==> src/rtl/vc_pkg.sv <==
package vc_pkg;

    // Operand width of the top-level multiplier.
    localparam int unsigned VC_OPW = 32;

    // Width at which the recursion stops and the 2x2 cell is used.
    localparam int unsigned VC_LEAF_W = 2;

    // Product width for a given operand width.
    function automatic int unsigned vc_prod_w(input int unsigned w);
        return 2 * w;
    endfunction

    // Width of the middle term: one operand width plus two growth bits
    // for the sum of three values.
    function automatic int unsigned vc_mid_w(input int unsigned w);
        return w + 2;
    endfunction

endpackage

==> src/rtl/vc_ha.sv <==
module vc_ha (
    input  logic x,
    input  logic y,
    output logic s,
    output logic c
);
    assign s = x ^ y;
    assign c = x & y;
endmodule

==> src/rtl/vc_cell2.sv <==
module vc_cell2 (
    input  logic [1:0] a,
    input  logic [1:0] b,
    output logic [3:0] p
);
    logic t_ll, t_hl, t_lh, t_hh;
    logic cross_c;

    // Four partial-product terms.
    assign t_ll = a[0] & b[0];
    assign t_hl = a[1] & b[0];
    assign t_lh = a[0] & b[1];
    assign t_hh = a[1] & b[1];

    assign p[0] = t_ll;

    // Cross terms summed first; their carry joins the high term.
    vc_ha u_ha_cross (.x(t_hl), .y(t_lh), .s(p[1]), .c(cross_c));
    vc_ha u_ha_high  (.x(t_hh), .y(cross_c), .s(p[2]), .c(p[3]));
endmodule

==> src/rtl/vc_csa.sv <==
module vc_csa #(
    parameter int unsigned W = 8
) (
    input  logic [W-1:0] x,
    input  logic [W-1:0] y,
    input  logic [W-1:0] z,
    output logic [W-1:0] s,
    output logic [W-1:0] c
);
    // Carry vector is returned already shifted one place up.
    // The majority of the top bit is not formed, since the caller
    // sizes W so that it is always zero.
    assign c[0] = 1'b0;

    for (genvar i = 0; i < W; i++) begin : g_bit
        assign s[i] = x[i] ^ y[i] ^ z[i];
        if (i < W - 1) begin : g_maj
            assign c[i+1] = (x[i] & y[i]) | (x[i] & z[i]) | (y[i] & z[i]);
        end
    end
endmodule

==> src/rtl/vc_rca.sv <==
module vc_rca #(
    parameter int unsigned W = 8
) (
    input  logic [W-1:0] x,
    input  logic [W-1:0] y,
    output logic [W-1:0] s
);
    logic [W-1:0] cy;

    // Zero carry-in. The carry out of the top stage is never needed,
    // because W is sized for the largest possible sum.
    assign cy[0] = 1'b0;

    for (genvar i = 0; i < W; i++) begin : g_stage
        assign s[i] = x[i] ^ y[i] ^ cy[i];
        if (i < W - 1) begin : g_carry
            assign cy[i+1] = (x[i] & y[i]) | (cy[i] & (x[i] ^ y[i]));
        end
    end
endmodule

==> src/rtl/vc_mul.sv <==
module vc_mul
    import vc_pkg::*;
#(
    parameter int unsigned W = 4
) (
    input  logic [W-1:0]              a,
    input  logic [W-1:0]              b,
    output logic [vc_prod_w(W)-1:0]   p
);
    localparam int unsigned H  = W / 2;        // half operand width
    localparam int unsigned MW = vc_mid_w(W);  // middle-term width
    localparam int unsigned UW = 3 * H;        // product bits above the direct slice

    if (W == VC_LEAF_W) begin : g_leaf
        vc_cell2 u_cell (.a(a), .b(b), .p(p));
    end else begin : g_split
        logic [W-1:0]  sub_lo;
        logic [W-1:0]  sub_hi;
        logic [W-1:0]  sub_x1;
        logic [W-1:0]  sub_x2;
        logic [MW-1:0] cs_sum;
        logic [MW-1:0] cs_cry;
        logic [MW-1:0] mid;
        logic [UW-1:0] upper;

        // Four half-width products, formed in parallel.
        vc_mul #(.W(H)) u_lo (.a(a[H-1:0]), .b(b[H-1:0]), .p(sub_lo));
        vc_mul #(.W(H)) u_hi (.a(a[W-1:H]), .b(b[W-1:H]), .p(sub_hi));
        vc_mul #(.W(H)) u_x1 (.a(a[W-1:H]), .b(b[H-1:0]), .p(sub_x1));
        vc_mul #(.W(H)) u_x2 (.a(a[H-1:0]), .b(b[W-1:H]), .p(sub_x2));

        // Cross products plus the upper half of the low product,
        // reduced to two vectors with no carry propagation.
        vc_csa #(.W(MW)) u_csa (
            .x (MW'(sub_x1)),
            .y (MW'(sub_x2)),
            .z (MW'(sub_lo[W-1:H])),
            .s (cs_sum),
            .c (cs_cry)
        );

        // Resolve the carry-save pair into the middle term.
        vc_rca #(.W(MW)) u_mid_add (.x(cs_sum), .y(cs_cry), .s(mid));

        // Place the high product above the middle term.
        vc_rca #(.W(UW)) u_top_add (
            .x (UW'(mid)),
            .y ({sub_hi, {H{1'b0}}}),
            .s (upper)
        );

        // The low half-width bits come straight from the low product.
        assign p = {upper, sub_lo[H-1:0]};
    end
endmodule

==> src/rtl/vc_mult32.sv <==
module vc_mult32
    import vc_pkg::*;
#(
    parameter int unsigned OPW = VC_OPW
) (
    input  logic [OPW-1:0]   op_a,
    input  logic [OPW-1:0]   op_b,
    output logic [2*OPW-1:0] product
);
    vc_mul #(.W(OPW)) u_core (
        .a (op_a),
        .b (op_b),
        .p (product)
    );
endmodule

==> config.mk <==
export PLATFORM = sky130hd
export DESIGN_NAME = vc_mult32
export DESIGN_NICKNAME = d
export VERILOG_FILES = /design/src/rtl/vc_pkg.sv /design/src/rtl/vc_ha.sv /design/src/rtl/vc_cell2.sv /design/src/rtl/vc_csa.sv /design/src/rtl/vc_rca.sv /design/src/rtl/vc_mul.sv /design/src/rtl/vc_mult32.sv
export SDC_FILE = /design/constraint.sdc
export NUM_CORES = 2
export LEC_CHECK = 0
export ABC_AREA = 0
export BUFFER_PORTS_ARGS = -buffer_cell sky130_fd_sc_hd__clkbuf_2
export CAP_MARGIN = 20
export CELL_PAD_IN_SITES_DETAIL_PLACEMENT = 2
export CELL_PAD_IN_SITES_GLOBAL_PLACEMENT = 2
export CORE_MARGIN = 1
export CORE_UTILIZATION = 35
export DETAILED_ROUTE_END_ITERATION = 10
export PLACE_DENSITY = 0.81
export SETUP_SLACK_MARGIN = 0.2
export SKIP_LAST_GASP = 1
export SYNTH_ARGS = -nofsm -noshare
export SYNTH_HDL_FRONTEND = slang
export SYNTH_SLANG_ARGS = --single-unit
==> constraint.sdc <==
create_clock -name vclk -period 62.7
set_input_delay 6.27 -clock vclk [all_inputs]
set_output_delay 6.27 -clock vclk [all_outputs]
set_load 0.01 [all_outputs]
# After elaboration in Yosys (flattened, before gate mapping)
# Cells that the tools add are included.
# classes
bitwise	7820
# ops
op	count
1-bit bitwise AND	3942
1-bit bitwise XOR	2827
1-bit OR	1051
# totals
ff_bits	0
in_bits	64
out_inout_bits	64
elab_cells	7820

# Logic depth before layout (Yosys ltp)
# logic_depth
ltp_word	130
depth_mapped	93
ltp_nobuf	92

# Modules after synthesis
# From an unflattened synthesis, not the netlist that was laid out.
# hier_totals
hier_cells	4917
area_unflattened_um2	59320.6
# by_module_without_submodules
mod	n_inst	cells_per_inst	area_each_um2	seq_area_each_um2
vc_rca (u_core.g_split.u_hi.g_split.u_hi.g_split.u_hi.g_split.u_mid_add ...)	128	11	135.1	0.0
vc_csa (u_core.g_split.u_hi.g_split.u_hi.g_split.u_hi.g_split.u_csa ...)	64	8	135.1	0.0
vc_cell2	256	5	32.5	0.0
vc_ha	512	1	12.5	0.0
vc_rca (u_core.g_split.u_hi.g_split.u_hi.g_split.u_top_add ...)	16	17	255.2	0.0
vc_csa (u_core.g_split.u_hi.g_split.u_hi.g_split.u_csa ...)	16	12	215.2	0.0
vc_rca (u_core.g_split.u_hi.g_split.u_hi.g_split.u_mid_add ...)	16	15	215.2	0.0
vc_rca (u_core.g_split.u_hi.g_split.u_top_add ...)	4	29	495.5	0.0
vc_csa (u_core.g_split.u_hi.g_split.u_csa ...)	4	20	375.4	0.0
vc_rca (u_core.g_split.u_hi.g_split.u_mid_add ...)	4	23	375.4	0.0
vc_rca (u_core.g_split.u_top_add)	1	53	975.9	0.0
vc_csa (u_core.g_split.u_csa)	1	36	695.7	0.0
vc_rca (u_core.g_split.u_mid_add)	1	39	695.7	0.0
vc_mul (u_core ...)	85	1	3.8	0.0

# Worst setup path before layout
# Ideal clock, no wire load.
# synth_path
kind	input-to-output
start	in op_a[3]
end	out product[63]
t_arrival_ns	32.298
required_ns	56.430
path_slack_ns	24.132
path_stages	89
path_buffers	1
cell_sequence	clkbuf_1 > and2_1 > ha_1 > inv_1 > fa_1 > inv_1 > ha_1 > fa_1 > fa_1 > ha_1 > inv_1 > fa_1 > inv_1 > fa_1 > inv_1 > fa_1 > fa_1 > inv_1 > (+53 left out) > fa_1 > fa_1 > fa_1 > ha_1 > ha_1 > ha_1 > ha_1 > ha_1 > ha_1 > ha_1 > ha_1 > ha_1 > ha_1 > ha_1 > ha_1 > ha_1 > xnor2_1 > xnor3_1
# synth_via
elab_chain_cells	129
elab_cells_between_ends	1518
cone_classes	1518 x bitwise
# synth_rtl
item	line	text
start, declared	vc_mult32.sv:6	input logic [OPW-1:0] op_a,
1-bit bitwise AND	vc_cell2.sv:11	assign t_hl = a[1] & b[0];
1-bit bitwise XOR	vc_ha.sv:7	assign s = x ^ y;
1-bit bitwise AND	vc_csa.sv:18	assign c[i+1] = (x[i] & y[i]) | (x[i] & z[i]) | (y[i] & z[i]);
1-bit OR (2 in series)	vc_csa.sv:18	
1-bit bitwise XOR	vc_rca.sv:15, vc_rca.sv:17	
1-bit bitwise AND	vc_rca.sv:17	assign cy[i+1] = (x[i] & y[i]) | (cy[i] & (x[i] ^ y[i]));
1-bit OR	vc_rca.sv:17	
1-bit bitwise AND / 1-bit bitwise XOR (equally long branches)	vc_rca.sv:17, vc_rca.sv:15	
(+100 left out)	--	
1-bit bitwise AND / 1-bit bitwise XOR (equally long branches)	vc_rca.sv:17, vc_rca.sv:15	
1-bit OR / 1-bit bitwise XOR (equally long branches)	vc_rca.sv:17	
1-bit bitwise AND	vc_rca.sv:17	
1-bit OR	vc_rca.sv:17	
1-bit bitwise AND	vc_rca.sv:17	
1-bit OR *	vc_rca.sv:17	
1-bit bitwise AND * (13 in series)	vc_rca.sv:17	
1-bit bitwise XOR *	vc_rca.sv:15	assign s[i] = x[i] ^ y[i] ^ cy[i];
end, declared	vc_mult32.sv:8	output logic [2*OPW-1:0] product
# Every way passes the cells marked *; elsewhere a longest branch is shown, timed or not.

# Worst setup path after layout
# Ends and elaborated chain as after synthesis.

==> out/metrics.csv <==
metric,value,unit
overall via count from detail_route,28521,
Final Critical Period,41760,ps
arrival time worst endpoint,35480,ps
CP Max Fanout,32,
final cycle utilization of the critical path,0.666,
die height,346,um
CLK BUF,0,
Final ANT Viol Nets,0,
Fin Setup TNS,0,ps
vias in the first global route,35870,
vias per inst,4.96,
Resize count post-CTS,0,
Hold Fails Final Rpt,0,
Commonest cells post-synth,"ha_1, inv_1, and2_1, fa_1, clkbuf_1",
fmax,0.0239,GHz
Post-Place Setup Slack,21070,ps
met1 usage in global routing,0.264,
Hold Path End,product[2],
"area leader, netlist",fa_1,
outcome,"finished, final reports clean",
Mapped Nets,6166,
Mapped Cells,4235,
Critical Path Max Stage Delay,550,ps
CP Launch Type,input port,
Cell Rows,125,
Rel. slew slack,0.366,
layout net count,6155,
layout cells sized above 1,0.0429,
Die X-Extent,346,um
DRC viols,0,
warnings from Yosys,0,
port buffer count,128,
Worst path slowest cell,fa_1,
area fraction of the dominant cell type after synthesis,0.393,
placed insts,5746,
"non-filler cells, final",5755,
GRT busiest layer,met2,
max-cap viol count,0,
hold path cells,6,
drt total wl,131000,um
Final GP Congestion,0.832,
drt first pass iters,5,
postcts setup bufs,0,
Critical Path RT,56430,ps
total congestion overflow,0,
global-route wire length before repair,208000,um
Ports,128,
Syn Std Cell Area,41300,um2
GR Util met2,0.436,
initial antenna violation count,14,
GRT Total Usage,0.226,
sequential-to-total area share from yosys stat,0,
post-synth cell types,11,
Final Cell Area,43500,um2
initial drt markers,779,
setup ws final,20950,ps
Slew Limit Fails,0,
Die ar.,119000,um2
placed cell areas,43500,um2
grt met3 use,0.0152,
initial core utilization,0.354,
syn_area_per_cell,9.75,um2
critical hold path startpoint,op_b[2],
Tightest Pin Transition,950,ps
Synth area leaders,"fa_1, ha_1, and2_1",
Reg area,0,um2
Most Frequent Cell on Critical Path,fa_1,
Setup crit end kind,output port,
critical path type,input port to output port,
WL/cell,22.8,um
setup violators final,0,
"count leader, synth",ha_1,
Seq cells,0,
Core Area,117000,um2
largest net degree at the start of global routing,33,
RSZ-0062 raised after global routing,false,
Min-Delay Path Class,input port to output port,
detailed-placement wirelength estimate,112000,um
Area Overhead vs Synth,5.34,%
Post-CTS Hold Buffers,0,
==> worst max-delay path by stage <==
stage	from	end	slack, ps
detailed placement	op_a[3]	product[63]	21070
global placement	op_a[2]	product[63]	22170
finish	op_a[3]	product[63]	20950
CTS	op_a[3]	product[63]	20990
floorplan	op_a[3]	product[63]	24130
global route	op_a[3]	product[63]	20170
==> per-stage QoR <==
step	hold WS (ps)	utilization
finish	13360	0.373
global route	13420	0.373
CTS	13360	0.373
detailed placement	13350	0.373
global placement	13340	0.373
floorplan	12800	-
==> layout by cell type (no fill, tap or decap) <==
cell type / count
and2_1: 860
xor2_1: 39
inv_1: 1005
clkbuf_2: 128
nand2_1: 164
fa_1: 811
xnor3_1: 4
ha_1: 1056
diode_2: 9
buf_4: 53
xnor2_1: 102
==> final cells by class <==
cell class / instances / area [um2]
antenna: 9 / 22.5
fill: 12725 / 73000
inverter: 1005 / 3770
multi-input combinational: 3036 / 36800
tap: 1524 / 1910
timing repair buffer: 181 / 1040
==> metal layers <==
layer	vias to the layer above	share of wire	wire length [um]
li1	12571	-	-
met1	15282	0.39	51700
met2	455	0.54	71000
met3	213	0.028	3670
met4	0	0.035	4600
met5	-	0	0
==> critical path: cells and delay by family <==
family | cells | cell delay, ps
XOR/XNOR | 2 | 500
AND/OR/NAND/NOR | 1 | 360
buffers and inverters | 16 | 1580
adder cells (fa/ha/maj) | 72 | 26770
==> logic make-up (layout without fill, tap and decap cells) <==
family,Yosys count,count (layout),share of synthesized area
buffers and inverters,1199,1186,0.110
and+or+nand+nor,1024,1024,0.145
xor gates and xnor gates,145,145,0.0321
other,0,9,0
adders and majority gates,1867,1867,0.713
Power is not shown: default switching activity piles up to over one toggle a cycle in this logic, so the estimate is an artifact.
